--- config.mk ---
export PLATFORM = sky130hd
export DESIGN_NAME = mux_reg_addr_decoder
export DESIGN_NICKNAME = d
export VERILOG_FILES = /design/src/rtl/mux_dec_pkg.sv /design/src/rtl/mux_addr_latch.sv /design/src/rtl/mux_shift_mode.sv /design/src/rtl/mux_sel_decode.sv /design/src/rtl/mux_reg_addr_decoder.sv
export SDC_FILE = /design/constraint.sdc
export NUM_CORES = 1
export LEC_CHECK = 0
export ABC_CLOCK_PERIOD_IN_PS = 2900
export BUFFER_PORTS_ARGS = -buffer_cell sky130_fd_sc_hd__buf_2
export CAP_MARGIN = 10
export CORE_UTILIZATION = 39
export DETAILED_ROUTE_END_ITERATION = 7
export PLACE_DENSITY = 0.85
export SYNTH_ARGS = -nofsm -noshare
export SYNTH_HDL_FRONTEND = slang
export SYNTH_SLANG_ARGS = --single-unit
export TNS_END_PERCENT = 30
--- constraint.sdc ---
create_clock -name clk -period 2.9 [get_ports clk]
set_input_delay 0.58 -clock clk [delete_from_list [all_inputs] [get_ports clk]]
set_output_delay 0.58 -clock clk [all_outputs]
set_load 0.02 [all_outputs]
--- src/rtl/mux_dec_pkg.sv ---
package mux_dec_pkg;
  localparam int AD_W           = 8;
  localparam int NREG           = 16;
  localparam int IDX_W          = $clog2(NREG);
  localparam int IDX_LSB        = 1;
  localparam int CHAN_BIT_LEFT  = 5;
  localparam int CHAN_BIT_RIGHT = 0;
  localparam int SHARED_WR_LO   = 2;
  localparam int SHARED_WR_HI   = 9;

  typedef logic [AD_W-1:0]  bus_t;
  typedef logic [IDX_W-1:0] idx_t;
  typedef logic [NREG-1:0]  sel_t;

  typedef enum logic [1:0] {
    MCMD_NONE  = 2'b00,
    MCMD_LEFT  = 2'b01,
    MCMD_RIGHT = 2'b10,
    MCMD_RSVD  = 2'b11
  } mode_cmd_e;

  function automatic idx_t bus_index(bus_t b);
    return b[IDX_LSB +: IDX_W];
  endfunction

  function automatic logic bus_chan_a(bus_t b, logic right);
    return right ? b[CHAN_BIT_RIGHT] : b[CHAN_BIT_LEFT];
  endfunction

  function automatic mode_cmd_e bus_mode_cmd(bus_t b);
    return mode_cmd_e'(b[1:0]);
  endfunction

  function automatic logic wr_is_shared(idx_t i);
    return (i == idx_t'(SHARED_WR_LO)) || (i == idx_t'(SHARED_WR_HI));
  endfunction

  function automatic idx_t rd_fold(idx_t i);
    case (i)
      idx_t'(4):  return idx_t'(0);
      idx_t'(5):  return idx_t'(1);
      idx_t'(6):  return idx_t'(2);
      idx_t'(7):  return idx_t'(3);
      idx_t'(9):  return idx_t'(13);
      idx_t'(11): return idx_t'(15);
      idx_t'(14): return idx_t'(10);
      default:    return i;
    endcase
  endfunction

  function automatic sel_t rd_missing_mask();
    sel_t m;
    for (int k = 0; k < NREG; k++) m[k] = (rd_fold(idx_t'(k)) != idx_t'(k));
    return m;
  endfunction
endpackage

--- src/rtl/mux_addr_latch.sv ---
module mux_addr_latch
  import mux_dec_pkg::*;
(
  input  logic clk,
  input  logic rst_n,
  input  bus_t ad,
  input  logic as_n,
  input  logic cs_n,
  input  logic shift_right,
  output logic as_rise,
  output logic lat_valid,
  output idx_t lat_idx,
  output logic lat_chan_a
);
  logic as_q;

  assign as_rise = as_n & ~as_q;

  always_ff @(posedge clk or negedge rst_n) begin
    if (!rst_n) begin
      as_q       <= 1'b1;
      lat_valid  <= 1'b0;
      lat_idx    <= '0;
      lat_chan_a <= 1'b0;
    end else begin
      as_q <= as_n;
      if (as_rise) begin
        lat_valid  <= ~cs_n;
        lat_idx    <= bus_index(ad);
        lat_chan_a <= bus_chan_a(ad, shift_right);
      end
    end
  end


  latch_hold_chk: assert property (@(posedge clk) disable iff (!rst_n)
    !as_rise |=> ($stable(lat_idx) && $stable(lat_valid) && $stable(lat_chan_a)));


  cs_gate_chk: assert property (@(posedge clk) disable iff (!rst_n)
    (as_rise && cs_n) |=> !lat_valid);


  left_chan_chk: assert property (@(posedge clk) disable iff (!rst_n)
    (as_rise && !shift_right) |=> (lat_chan_a == $past(ad[5])));


  right_chan_chk: assert property (@(posedge clk) disable iff (!rst_n)
    (as_rise && shift_right) |=> (lat_chan_a == $past(ad[0])));
endmodule

--- src/rtl/mux_shift_mode.sv ---
module mux_shift_mode
  import mux_dec_pkg::*;
(
  input  logic clk,
  input  logic rst_n,
  input  bus_t ad,
  input  logic ds_n,
  input  logic rw,
  input  logic lat_valid,
  input  idx_t lat_idx,
  input  logic lat_chan_a,
  output logic cmd_hit,
  output logic shift_right
);
  logic ds_q;
  logic ds_fall;

  assign ds_fall = ~ds_n & ds_q;
  assign cmd_hit = ds_fall & lat_valid & ~rw & ~lat_chan_a & (lat_idx == '0);

  always_ff @(posedge clk or negedge rst_n) begin
    if (!rst_n) begin
      ds_q        <= 1'b1;
      shift_right <= 1'b0;
    end else begin
      ds_q <= ds_n;
      if (cmd_hit) begin
        case (bus_mode_cmd(ad))
          MCMD_LEFT:  shift_right <= 1'b0;
          MCMD_RIGHT: shift_right <= 1'b1;
          default:    shift_right <= shift_right;
        endcase
      end
    end
  end


  mode_hold_chk: assert property (@(posedge clk) disable iff (!rst_n)
    !cmd_hit |=> $stable(shift_right));


  mode_right_chk: assert property (@(posedge clk) disable iff (!rst_n)
    (cmd_hit && ad[1:0] == 2'b10) |=> shift_right);


  always @(posedge clk) begin
    if (!rst_n) begin
      reset_left_chk: assert (!shift_right);
    end
  end
endmodule

--- src/rtl/mux_sel_decode.sv ---
module mux_sel_decode
  import mux_dec_pkg::*;
(
  input  logic clk,
  input  logic rst_n,
  input  logic lat_valid,
  input  idx_t lat_idx,
  input  logic lat_chan_a,
  input  logic ds_n,
  input  logic rw,
  output sel_t wr_sel_a,
  output sel_t wr_sel_b,
  output sel_t rd_sel_a,
  output sel_t rd_sel_b
);
  localparam sel_t RD_MISSING = rd_missing_mask();

  logic wr_en;
  logic rd_en;
  logic wr_tgt_a;
  idx_t rd_idx;

  assign wr_en    = lat_valid & ~ds_n & ~rw;
  assign rd_en    = lat_valid & ~ds_n & rw;
  assign wr_tgt_a = lat_chan_a | wr_is_shared(lat_idx);
  assign rd_idx   = rd_fold(lat_idx);

  for (genvar r = 0; r < NREG; r++) begin : g_sel
    logic wr_hit;
    logic rd_hit;
    assign wr_hit      = (lat_idx == idx_t'(r));
    assign rd_hit      = (rd_idx == idx_t'(r));
    assign wr_sel_a[r] = wr_en & wr_tgt_a & wr_hit;
    assign wr_sel_b[r] = wr_en & ~wr_tgt_a & wr_hit;
    assign rd_sel_a[r] = rd_en & lat_chan_a & rd_hit;
    assign rd_sel_b[r] = rd_en & ~lat_chan_a & rd_hit;
  end


  sel_onehot_chk: assert property (@(posedge clk) disable iff (!rst_n)
    $onehot0({wr_sel_a, wr_sel_b, rd_sel_a, rd_sel_b}));


  wr_strobe_chk: assert property (@(posedge clk) disable iff (!rst_n)
    (|{wr_sel_a, wr_sel_b}) |-> (!ds_n && !rw && lat_valid));


  shared_wr_chk: assert property (@(posedge clk) disable iff (!rst_n)
    (lat_valid && !ds_n && !rw && (lat_idx == idx_t'(SHARED_WR_LO) || lat_idx == idx_t'(SHARED_WR_HI)))
      |-> (wr_sel_a[lat_idx] && !wr_sel_b[lat_idx]));


  rd_fold_chk: assert property (@(posedge clk) disable iff (!rst_n)
    (((rd_sel_a | rd_sel_b) & RD_MISSING) == '0) && ((|{rd_sel_a, rd_sel_b}) -> (!ds_n && rw)));
endmodule

--- src/rtl/mux_reg_addr_decoder.sv ---
module mux_reg_addr_decoder
  import mux_dec_pkg::*;
(
  input  logic                  clk,
  input  logic                  rst_n,
  input  logic [AD_W-1:0]       ad,
  input  logic                  as_n,
  input  logic                  ds_n,
  input  logic                  rw,
  input  logic                  cs_n,
  output logic                  shift_right,
  output logic                  addr_valid,
  output logic [IDX_W-1:0]      reg_idx,
  output logic                  chan_a,
  output logic [NREG-1:0]       wr_sel_a,
  output logic [NREG-1:0]       wr_sel_b,
  output logic [NREG-1:0]       rd_sel_a,
  output logic [NREG-1:0]       rd_sel_b
);
  logic as_rise;
  logic cmd_hit;
  logic lat_valid;
  idx_t lat_idx;
  logic lat_chan_a;
  logic mode_right;

  mux_addr_latch u_latch (
    .clk        (clk),
    .rst_n      (rst_n),
    .ad         (ad),
    .as_n       (as_n),
    .cs_n       (cs_n),
    .shift_right(mode_right),
    .as_rise    (as_rise),
    .lat_valid  (lat_valid),
    .lat_idx    (lat_idx),
    .lat_chan_a (lat_chan_a)
  );

  mux_shift_mode u_mode (
    .clk        (clk),
    .rst_n      (rst_n),
    .ad         (ad),
    .ds_n       (ds_n),
    .rw         (rw),
    .lat_valid  (lat_valid),
    .lat_idx    (lat_idx),
    .lat_chan_a (lat_chan_a),
    .cmd_hit    (cmd_hit),
    .shift_right(mode_right)
  );

  mux_sel_decode u_dec (
    .clk        (clk),
    .rst_n      (rst_n),
    .lat_valid  (lat_valid),
    .lat_idx    (lat_idx),
    .lat_chan_a (lat_chan_a),
    .ds_n       (ds_n),
    .rw         (rw),
    .wr_sel_a   (wr_sel_a),
    .wr_sel_b   (wr_sel_b),
    .rd_sel_a   (rd_sel_a),
    .rd_sel_b   (rd_sel_b)
  );

  assign shift_right = mode_right;
  assign addr_valid  = lat_valid;
  assign reg_idx     = lat_idx;
  assign chan_a      = lat_chan_a;


  cmd_needs_capture_chk: assert property (@(posedge clk) disable iff (!rst_n)
    cmd_hit |-> !as_rise);
endmodule

======== After elaboration in Yosys (flattened, before gate mapping) ========
Index checks and enable logic that the tools add are counted.
word-level totals
  flip-flop bits (word level) ............. 9
  latch bits .............................. 0
  RAM bits ................................ 0
  bits in read-only memories .............. 0
  memories ................................ 0
cells by class
  add/sub/neg operators ................... 0
  multiply operators ...................... 0
  divide/modulo/power cells ............... 0
  order comparisons ....................... 0
  equal/unequal tests ..................... 32
  shift-type cells ........................ 0
  multiplexer cells ....................... 3
  bitwise operators ....................... 84
  reduce and logical (&&, ||, !) cells .... 5
operators by type and width
  cell                                                                    number
  1-bit bitwise AND                                                       77
  4-bit equality test (second input constant)                             16
  4-bit by 3-bit equality test with 1-bit output (second input constant)  8
  4-bit case mux with 7 select lines                                      1
  4-bit by 2-bit equality test with 1-bit output (second input constant)  4
  4-bit by 1-bit equality test with 1-bit output (second input constant)  2
  4-bit zero test                                                         2
  1-bit inverter                                                          6
  2-bit by 1-bit equality test with 1-bit output (second input constant)  1
  2-bit equality test (second input constant)                             1
  1-bit case mux with 2 select lines                                      1
  2-bit AND reduction                                                     1
  2-bit nonzero test                                                      1
  1-bit logical OR                                                        1
  1-bit two-way mux                                                       1
  1-bit bitwise OR                                                        1

======== Longest topological paths before layout ========
Gate-level depths: netlist of run 1.
  depth after elaboration ................. 7
  depth in mapped cells ................... 5
  depth with buffers taken out ............ 5

======== By module ========
Synthesis of run 1 repeated with hierarchy kept, for this count alone.
second synthesis, totals
  cells, all modules ...................... 121
  area total of the unflattened synthesis .. 999.7 um2
by module, submodules not included
  module          times used  cells an instance  area each (um2)
  mux_sel_decode  1           92                 566.8
  mux_addr_latch  1           17                 305.3
  mux_shift_mode  1           12                 127.6

======== Worst setup path after synthesis of run 1 ========
OpenSTA, ideal clock, no wires.
  path kind ............................... input-to-output
  from .................................... input rw
  to ...................................... output wr_sel_b[1]
  arrival time ............................ 1.623 ns
  data required time ...................... 2.320 ns
  setup slack ............................. 0.697 ns
  stages .................................. 3
  path through ............................ nor3b_2 -> nand2b_1 -> nor4_1
on the way
  cells in the longest elaborated chain, start to end .. 4
RTL lines
  element                          line                        RTL
  start: declaration               mux_reg_addr_decoder.sv:9   input logic rw,
  1-bit inverter                   mux_sel_decode.sv:23        assign wr_en = lat_valid & ~ds_n & ~rw;
  1-bit bitwise AND                mux_sel_decode.sv:23
  1-bit bitwise AND (2 in series)  mux_sel_decode.sv:34        assign wr_sel_b[r] = wr_en & ~wr_tgt_a & wr_hit;
  end: declaration                 mux_reg_addr_decoder.sv:16  output logic [NREG-1:0] wr_sel_b,
Every way passes these cells.

======== Worst setup path after layout of run 1 ========
  from .................................... register u_latch.lat_chan_a
  to ...................................... output rd_sel_a[1]
on the way
  cells in the longest elaborated chain, start to end .. 2
RTL lines
  element                          line                        RTL
  start: declaration               mux_addr_latch.sv:13        output logic lat_chan_a
  start signal: assignment         mux_addr_latch.sv:30        lat_chan_a <= bus_chan_a(ad, shift_right);
  1-bit bitwise AND (2 in series)  mux_sel_decode.sv:35        assign rd_sel_a[r] = rd_en & lat_chan_a & rd_hit;
  end: declaration                 mux_reg_addr_decoder.sv:17  output logic [NREG-1:0] rd_sel_a,
Every way passes these cells.

==> results.cfg, run 1 <==
[outcome]
status = complete, no violations

[pwr]
switching_share_pct = 41.21
seqPwrFrac_pct = 43.3
p_switching_uw = 163.6
irDropWorstVdd_uv = 240.5
combPwrFrac_pct = 32.8
p_int_uw = 233.4
leakage_uw = 0.0006742
power_density_nw_per_um2 = 335.1
clkPwrFrac_pct = 23.9

[sta]
maxSlewViolCount = 0
rsz0062_at_grt = no
hold_viol_final = 0
fmax_ghz = 0.4367
post-route-period-util_pct = 78.96
tns_ps = 0
hold_ws_ps = 158.5
fin_crit_ps = 2290
fin_worst_skew_ps = 6.339
setup_viol = 0
fin_ws_ps = 610.0

[synth]
syn_inst = 134
synthArstFlopShare_pct = 100.0
synth.top_cell.area_share_pct = 19.83
synth_cell_type_count = 26
synth_area_leaders = dfrtp_1 (20%), nor2_1 (17%), buf_4 (14%), nand2_1 (9.3%), dfstp_2 (5.9%)
synth.most_common_cell = nor2_1
synth_flop_cell = dfrtp_1
synth_edf_count = 0
synth_top_cells_by_count = nor2_1 (41), nand2_1 (22), buf_4 (16)
yosys_warnings = 0
ys_seq_elements = 9
yosysSeqAreaShare_pct = 25.78
synth_area_per_cell_um2 = 6.592
synth_top_area_cell = dfrtp_1
netlist_area_um2 = 883.3

[clocking]
cts.sinks = 9
clk_path_buf_depth = 2
clk_pin_slew_ps = 60
htree_levels = 1
cts_tree = built
cts_root_buffer = clkbuf_4
insertion_delay_ps = 260
cts_setup_buffers = 0
post_cts_resized = 0
cts_made_buffers = 3
postCtsHoldBufs = 0

[floorplanning]
num_rows = 16
ios = 85
core_um2 = 2042
die_area_um2 = 2459
fp.dieW_um = 49.59
initial_core_util_pct = 43.26
die_h_um = 49.59

[drt]
drc = 0
via_per_inst = 4.509
routed_wl_um = 2345
final_antenna_net_count = 0
vias = 1010
first_iter_violations = 9
first_pass_iters = 4
wl_per_cell_um = 10.47

[placed_design]
place_congestion = 0.7174
place_ws_ps = 682.2
dp.cells = 220
io_buffers = 66
dp_hpwl_um = 1857

[worst_setup_path]
r2r_setup_slack_ps = 1420
worstReg2RegStart = u_latch.lat_idx[2]$_DFFE_PN0P_
cp_max_fo = 17
worstSetupPathType = reg -> out
reg2regPathDepth = 3
setup.worst_path.end_class = output pin
arrival_ps = 1710
required_ps = 2320
r2r-end = u_mode.shift_right$_DFFE_PN0P_
start_kind = flip-flop

[finish]
area_delta_synth_final_pct = 34.14
finalNetCount = 213
multi_input_area_um2 = 563.0
final_cells = 224
finish.utilization_pct = 58.03
regArea_um2 = 227.7
nFillCells = 224
drive_above_1_share_pct = 38.07
n_antenna_cell = 0

[job]
maxCapViolations = 0

[global_route]
grt_max_degree = 19
grt-ovfl-total = 0
antenna_found_initial = 0
grt_pass1_vias = 823
grt_pass1_wl_um = 3760
grt_use_total_pct = 19.61

[worst_hold_path]
hp-class = in -> async
==> kinds of logic (layout without fill, tap and decap cells) <==
kind of cell | count (synthesis) | in the layout | share of synthesized area [%]
other cells | 1 | 16 | 0.4245
simple gates | 96 | 96 | 51.98
fa+ha+maj | 1 | 1 | 1.416
compound gates | 2 | 2 | 1.133
buf+inv | 23 | 71 | 16.86
mux | 2 | 2 | 2.408
flops | 9 | 9 | 25.78
==> cell type report <==
type	count	share of cell area, %
Multi-Input combinational cell	117	47.52
Timing Repair Buffer	66	27.88
Sequential cell	9	19.22
Tap cell	27	2.851
Clock buffer	4	2.218
Inverter	1	0.3168
==> worst max path at each step <==
stage | startpoint | to | slack (ps) | depth (start not counted)
floorplan | rw | wr_sel_b[1] | 700 | 3
global placement | rw | wr_sel_b[1] | 710 | 5
detailed placement | ds_n | rd_sel_a[1] | 680 | 5
CTS | u_latch.lat_chan_a$_DFFE_PN0P_ | rd_sel_a[1] | 570 | 3
global route | u_latch.lat_chan_a$_DFFE_PN0P_ | rd_sel_a[1] | 410 | 3
finish | u_latch.lat_chan_a$_DFFE_PN0P_ | rd_sel_a[1] | 610 | 3
==> power by group through the flow <==
| stage | sequential (uW) | combinational (uW) | clock (uW) |
|---|---|---|---|
| 4_1_cts | 171 | 131 | 98.9 |
| 3_3_place_gp | 174 | 128 | 0 |
| 2_1_floorplan | 167 | 113 | 0 |
| 3_5_place_dp | 174 | 130 | 0 |
| 5_1_grt | 176 | 144 | 103 |
| 6_report | 172 | 130 | 95.1 |
==> registers in the layout, summed over array words and instances (netlist names) <==
register / count
u_latch.lat_idx: 4
u_latch.as_q: 1
u_latch.lat_chan_a: 1
u_latch.lat_valid: 1
u_mode.ds_q: 1
u_mode.shift_right: 1
==> per-stage QoR <==
step	area (um^2)	total power, uW
detailed placement	1159	304.0
finish	1185	397.0
global route	1185	422.8
CTS	1185	401.0
global placement	1159	302.5
floorplan	939.7	280.7
==> critical path, stage by stage, from the launching register on <==
cell	delay (ps)
dfrtp_1	620
nand3_1	410
nor3_1	230
buf_2	200
==> cells in the final DEF, fill, tap and decap left out <==
cell type and count:
nor2b_1 5, inv_1 1, nand3_1 5, nand4_1 1, nand3b_1 2, nor2_1 41, nand2b_1 5, mux2i_1 1
buf_2 66, mux2_1 1, dfrtp_1 7, nand2_1 22, nor4_1 1, or3_1 2, ha_1 1, nor3b_2 1
nor4b_4 1, nor3_1 7, clkbuf_1 1, and4b_2 1, or2_2 1, and3_1 1, dfstp_2 2, conb_1 16
o21ai_0 2, clkbuf_4 3
==> layer usage <==
layer	track usage [%]	up-vias	wire, um
li1	-	524	-
met1	23.05	431	1013
met2	34.46	55	1106
met3	4.321	0	224
met4	7.143	0	0
met5	0	-	0
No activity file was read; power rests on OpenSTA's default activity.
==> run 2: changes to the inputs <==
--- a/config.mk
+++ b/config.mk
@@ -5,12 +5,12 @@
 export SDC_FILE = /design/constraint.sdc
 export NUM_CORES = 1
 export LEC_CHECK = 0
-export ABC_CLOCK_PERIOD_IN_PS = 2900
+export ABC_CLOCK_PERIOD_IN_PS = 2300
 export BUFFER_PORTS_ARGS = -buffer_cell sky130_fd_sc_hd__buf_2
 export CAP_MARGIN = 10
-export CORE_UTILIZATION = 39
+export CORE_UTILIZATION = 36
 export DETAILED_ROUTE_END_ITERATION = 7
-export PLACE_DENSITY = 0.85
+export PLACE_DENSITY = 0.8
 export SYNTH_ARGS = -nofsm -noshare
 export SYNTH_HDL_FRONTEND = slang
 export SYNTH_SLANG_ARGS = --single-unit
==> constraint.sdc (replaced) <==
create_clock -name clk -period 2.3 [get_ports clk]
set_input_delay 0.46 -clock clk [delete_from_list [all_inputs] [get_ports clk]]
set_output_delay 0.46 -clock clk [all_outputs]
set_load 0.02 [all_outputs]
==> run 2 against run 1 <==
Net effect: flip-flop and latch count is the same; worst hold slack got worse by 120 ps; critical endpoint is now rd_sel_b[8]; combinational power is 39% higher; count of clock-buffer cells in the layout stayed put; largest power group unchanged.
==> results.cfg, run 2 (synthesis gave the netlist of run 1 again) <==
[outcome]
status = complete, no violations

[finish]
nFillCells = 243
finalInstanceArea_um2 = 1201
n_antenna_cell = 0
top_register = u_latch.lat_idx
final_common_cell = buf_2
finalNetCount = 215
drive_above_1_share_pct = 38.69
layout_common_cells = buf_2 (66), nor2_1 (41), nand2_1 (22), conb_1 (16)
finish.utilization_pct = 53.27
largest_reg_flops = 4
area_delta_synth_final_pct = 35.98

[sta]
hold_viol_final = 0
setup_viol = 0
hold_ws_ps = 43.08
tns_ps = 0
fin_crit_ps = 2136
post-route-period-util_pct = 92.88
fin_ws_ps = 163.7
maxSlewViolCount = 0
fin_worst_skew_ps = 1.223
fmax_ghz = 0.4681
rsz0062_at_grt = no

[global_route]
grt_pass1_vias = 874
antenna_found_initial = 0
grt-ovfl-total = 0
grt_use_total_pct = 18.27
grt_max_degree = 14
grt_pass1_wl_um = 3684

[floorplanning]
die_area_um2 = 2656
core_um2 = 2255
ios = 85
initial_core_util_pct = 39.18
fp.dieW_um = 51.54
num_rows = 17
die_h_um = 51.54

[drt]
wl_per_cell_um = 10.67
first_pass_iters = 4
via_per_inst = 4.643
routed_wl_um = 2422
vias = 1054
first_iter_violations = 21
final_antenna_net_count = 0
drc = 0

[placed_design]
place_congestion = 0.7774
io_buffers = 66
dp_hpwl_um = 1982
place_ws_ps = 293.9
dpl_cell_area_um2 = 1175

[clocking]
cts_root_buffer = clkbuf_4
cts_tree = built
cts_setup_buffers = 0
htree_levels = 1
cts.sinks = 9
cts_made_buffers = 3
clk_pin_slew_ps = 60
insertion_delay_ps = 250
clk_path_buf_depth = 2
post_cts_resized = 0
postCtsHoldBufs = 0

[worst_setup_path]
reg2regPathDepth = 3
start_kind = flip-flop
worstSetupPathType = reg -> out
worstReg2RegStart = u_latch.lat_idx[2]$_DFFE_PN0P_
cp_max_fo = 11
setup.worst_path.end_class = output pin
required_ps = 1840
r2r-end = u_mode.shift_right$_DFFE_PN0P_
arrival_ps = 1680
r2r_setup_slack_ps = 800

[pwr]
leakage_uw = 0.0006841
irDropWorstVdd_uv = 339.7
power_density_nw_per_um2 = 420.8

[worst_hold_path]
hp-class = in -> async

[job]
maxCapViolations = 0
[run 2: cell count changes in the layout (fill, tap and decap cells not counted)]
cell | before | now
buf_4 | 0 | 2
[run 2: through the flow]
stage / instances / power [uW]
after global placement: 223 / 387.6
after floorplan: 149 / 353.9
final: 227 / 505.4
after CTS: 227 / 512.8
after detailed placement: 223 / 391.5
after global routing: 227 / 545.4
[run 2: final cells by class]
class,instances,area (um^2),share of cell area [%]
Sequential cell,9,227.7,18.96
Inverter,1,3.754,0.3125
Tap cell,28,35.03,2.917
Multi-Input combinational cell,117,563.0,46.88
Clock buffer,4,26.28,2.188
Timing Repair Buffer,68,345.3,28.75
[run 2: power by group]
| group | switching, uW | total (uW) | internal (uW) | leakage (uW) |
|---|---|---|---|---|
| clock | 49.6 | 116 | 66.5 | 0.0000150 |
| sequential | 32.2 | 208 | 176 | 0.000109 |
| combinational | 124 | 181 | 57.6 | 0.000560 |
| total | 206 | 505 | 300 | 0.000684 |
[run 2: worst max path at each step]
stage,start,to,slack (ps),cells after the start
3_3_place_gp,ds_n,rd_sel_a[1],340,5
5_1_grt,u_latch.lat_idx[2]$_DFFE_PN0P_,wr_sel_b[3],80,4
2_1_floorplan,u_latch.lat_valid$_DFFE_PN0P_,wr_sel_b[1],290,3
4_1_cts,u_latch.lat_idx[0]$_DFFE_PN0P_,rd_sel_b[8],160,4
6_report,u_latch.lat_idx[0]$_DFFE_PN0P_,rd_sel_b[8],160,4
3_5_place_dp,ds_n,rd_sel_a[1],290,5
[run 2: per-layer routing]
layer  GRT usage (%)  part of all wire (%)  vias up
li1                -                     -      523
met1           22.10                    43      478
met2           33.12                    49       53
met3           1.754                   7.3        0
met4           6.757                     0        0
met5               0                     0        -
[run 2: critical path, stage by stage (launching register included)]
cell and delay (ps):
dfrtp_1 480, nand2b_1 230, or3_1 390, nor2_1 130, buf_2 190
==> run 3: changes to the inputs <==
--- a/config.mk
+++ b/config.mk
@@ -9,6 +9,7 @@
 export BUFFER_PORTS_ARGS = -buffer_cell sky130_fd_sc_hd__buf_2
 export CAP_MARGIN = 10
 export CORE_UTILIZATION = 36
+export CTS_BUF_LIST = sky130_fd_sc_hd__clkbuf_4 sky130_fd_sc_hd__clkbuf_8 sky130_fd_sc_hd__clkbuf_16
 export DETAILED_ROUTE_END_ITERATION = 7
 export PLACE_DENSITY = 0.8
 export SYNTH_ARGS = -nofsm -noshare
==> run 3 against run 2 <==
Net effect: fmax barely moved; critical endpoint unchanged; largest power group unchanged; critical path type unchanged; first-iteration DRC count fell by 9.5%; die area did not move; core utilization rose by 0.17 points.
==> results.cfg, run 3 (synthesis gave the netlist of run 1 again) <==
[outcome]
status = complete, no violations

[sta]
setup_viol = 0
maxSlewViolCount = 0
fmax_ghz = 0.4677
rsz0062_at_grt = no
fin_crit_ps = 2138
fin_worst_skew_ps = 0.3317
post-route-period-util_pct = 92.97
tns_ps = 0
hold_viol_final = 0

[global_route]
grt_max_degree = 14
grt_use_total_pct = 18.21
grt_pass1_wl_um = 3670
grt-ovfl-total = 0
grt_pass1_vias = 865
antenna_found_initial = 0

[pwr]
combPwrFrac_pct = 35.0
power_density_nw_per_um2 = 429.9
irDropWorstVdd_uv = 344.8
switching_share_pct = 39.84
leakage_uw = 0.0006876
seqPwrFrac_pct = 40.1
p_int_uw = 311.6
p_switching_uw = 206.4
power.total_uw = 518.0
clkPwrFrac_pct = 24.9

[finish]
top_register = u_latch.lat_idx
nFillCells = 241
n_antenna_cell = 0
final_common_cell = buf_2
layout_common_cells = buf_2 (66), nor2_1 (41), nand2_1 (22), conb_1 (16)
regArea_um2 = 227.7
final_cells = 227
area_delta_synth_final_pct = 36.40
multi_input_area_um2 = 563.0
drive_above_1_share_pct = 39.20
largest_reg_flops = 4
finalNetCount = 215

[floorplanning]
initial_core_util_pct = 39.18
ios = 85
die_area_um2 = 2656
num_rows = 17
die_h_um = 51.54
fp.dieW_um = 51.54
core_um2 = 2255

[drt]
wl_per_cell_um = 10.63
final_antenna_net_count = 0
first_pass_iters = 4
via_per_inst = 4.617
first_iter_violations = 19
routed_wl_um = 2414
vias = 1048
drc = 0

[clocking]
htree_levels = 1
cts_made_buffers = 3
clk_pin_slew_ps = 60
cts_setup_buffers = 0
cts_tree = built
clk_path_buf_depth = 2
postCtsHoldBufs = 0
cts_root_buffer = clkbuf_4
post_cts_resized = 0
cts.sinks = 9
insertion_delay_ps = 250

[placed_design]
dp_hpwl_um = 1982
place_congestion = 0.7774
dp.cells = 223
io_buffers = 66

[worst_setup_path]
reg2regPathDepth = 3
r2r-end = u_mode.shift_right$_DFFE_PN0P_
crit_chain = nand2b_1 > or3_1 > nor2_1 > buf_2
worstReg2RegStart = u_latch.lat_idx[2]$_DFFE_PN0P_
r2r_setup_slack_ps = 810
setup.worst_path.end_class = output pin
arrival_ps = 1680
cp_max_fo = 11
start_kind = flip-flop
worstSetupPathType = reg -> out
cp_slowest_cell = dfrtp_1
required_ps = 1840
critPathMaxStageDelay_ps = 480

[worst_hold_path]
hp-class = in -> async

[job]
maxCapViolations = 0
## run 3: cell counts in the layout (fill, tap and decap cells not counted)
Identical to the previous run, type by type.
## run 3: how the worst max path moves through the flow
stage	startpoint	endpoint	slack, ps	cells past startpoint
final	u_latch.lat_idx[0]$_DFFE_PN0P_	rd_sel_b[8]	160	4
after global placement	ds_n	rd_sel_a[1]	340	5
after global routing	u_latch.lat_idx[0]$_DFFE_PN0P_	rd_sel_b[8]	80	4
after floorplan	u_latch.lat_valid$_DFFE_PN0P_	wr_sel_b[1]	290	3
after detailed placement	ds_n	rd_sel_a[1]	290	5
after CTS	u_latch.lat_idx[0]$_DFFE_PN0P_	rd_sel_b[8]	150	4
## run 3: area by class of cell
cell class / instances / area share (%)
clock buffer: 4 / 2.492
inverter: 1 / 0.3115
multi-input combinational: 117 / 46.73
sequential: 9 / 18.90
tap: 28 / 2.908
timing repair buffer: 68 / 28.66
## run 3: metrics by stage
| stage | hold slack, ps | utilization [%] | instance area [um^2] | setup slack (ps) |
|---|---|---|---|---|
| floorplan | 164.4 | - | 939.7 | 287.7 |
| finish | 44.04 | 53.44 | 1205 | 161.8 |
| global route | 47.63 | 53.44 | 1205 | 81.18 |
| detailed placement | 320.7 | 52.11 | 1175 | 293.9 |
| global placement | 316.2 | 52.11 | 1175 | 338.7 |
| CTS | 40.62 | 53.44 | 1205 | 154.0 |
## run 3: power by group through the flow
stage | clock, uW | combinational, uW | sequential [uW]
after floorplan | 0 | 143 | 211
after global routing | 145 | 201 | 212
after global placement | 0 | 179 | 208
final | 129 | 181 | 208
after detailed placement | 0 | 181 | 210
after CTS | 136 | 182 | 208
## run 3: layer usage
layer,GRT usage [%],up-vias,routed length (um)
met3,1.754,0,174
met4,6.757,0,0
met1,22.10,474,1049
li1,-,523,-
met5,0,-,0
met2,32.90,51,1191
## run 3: critical path: cells and delay by family (launching register included)
family	cells	cell delay, ps
and+or+nand+nor	3	750
buffers and inverters	1	190
DFF	1	480
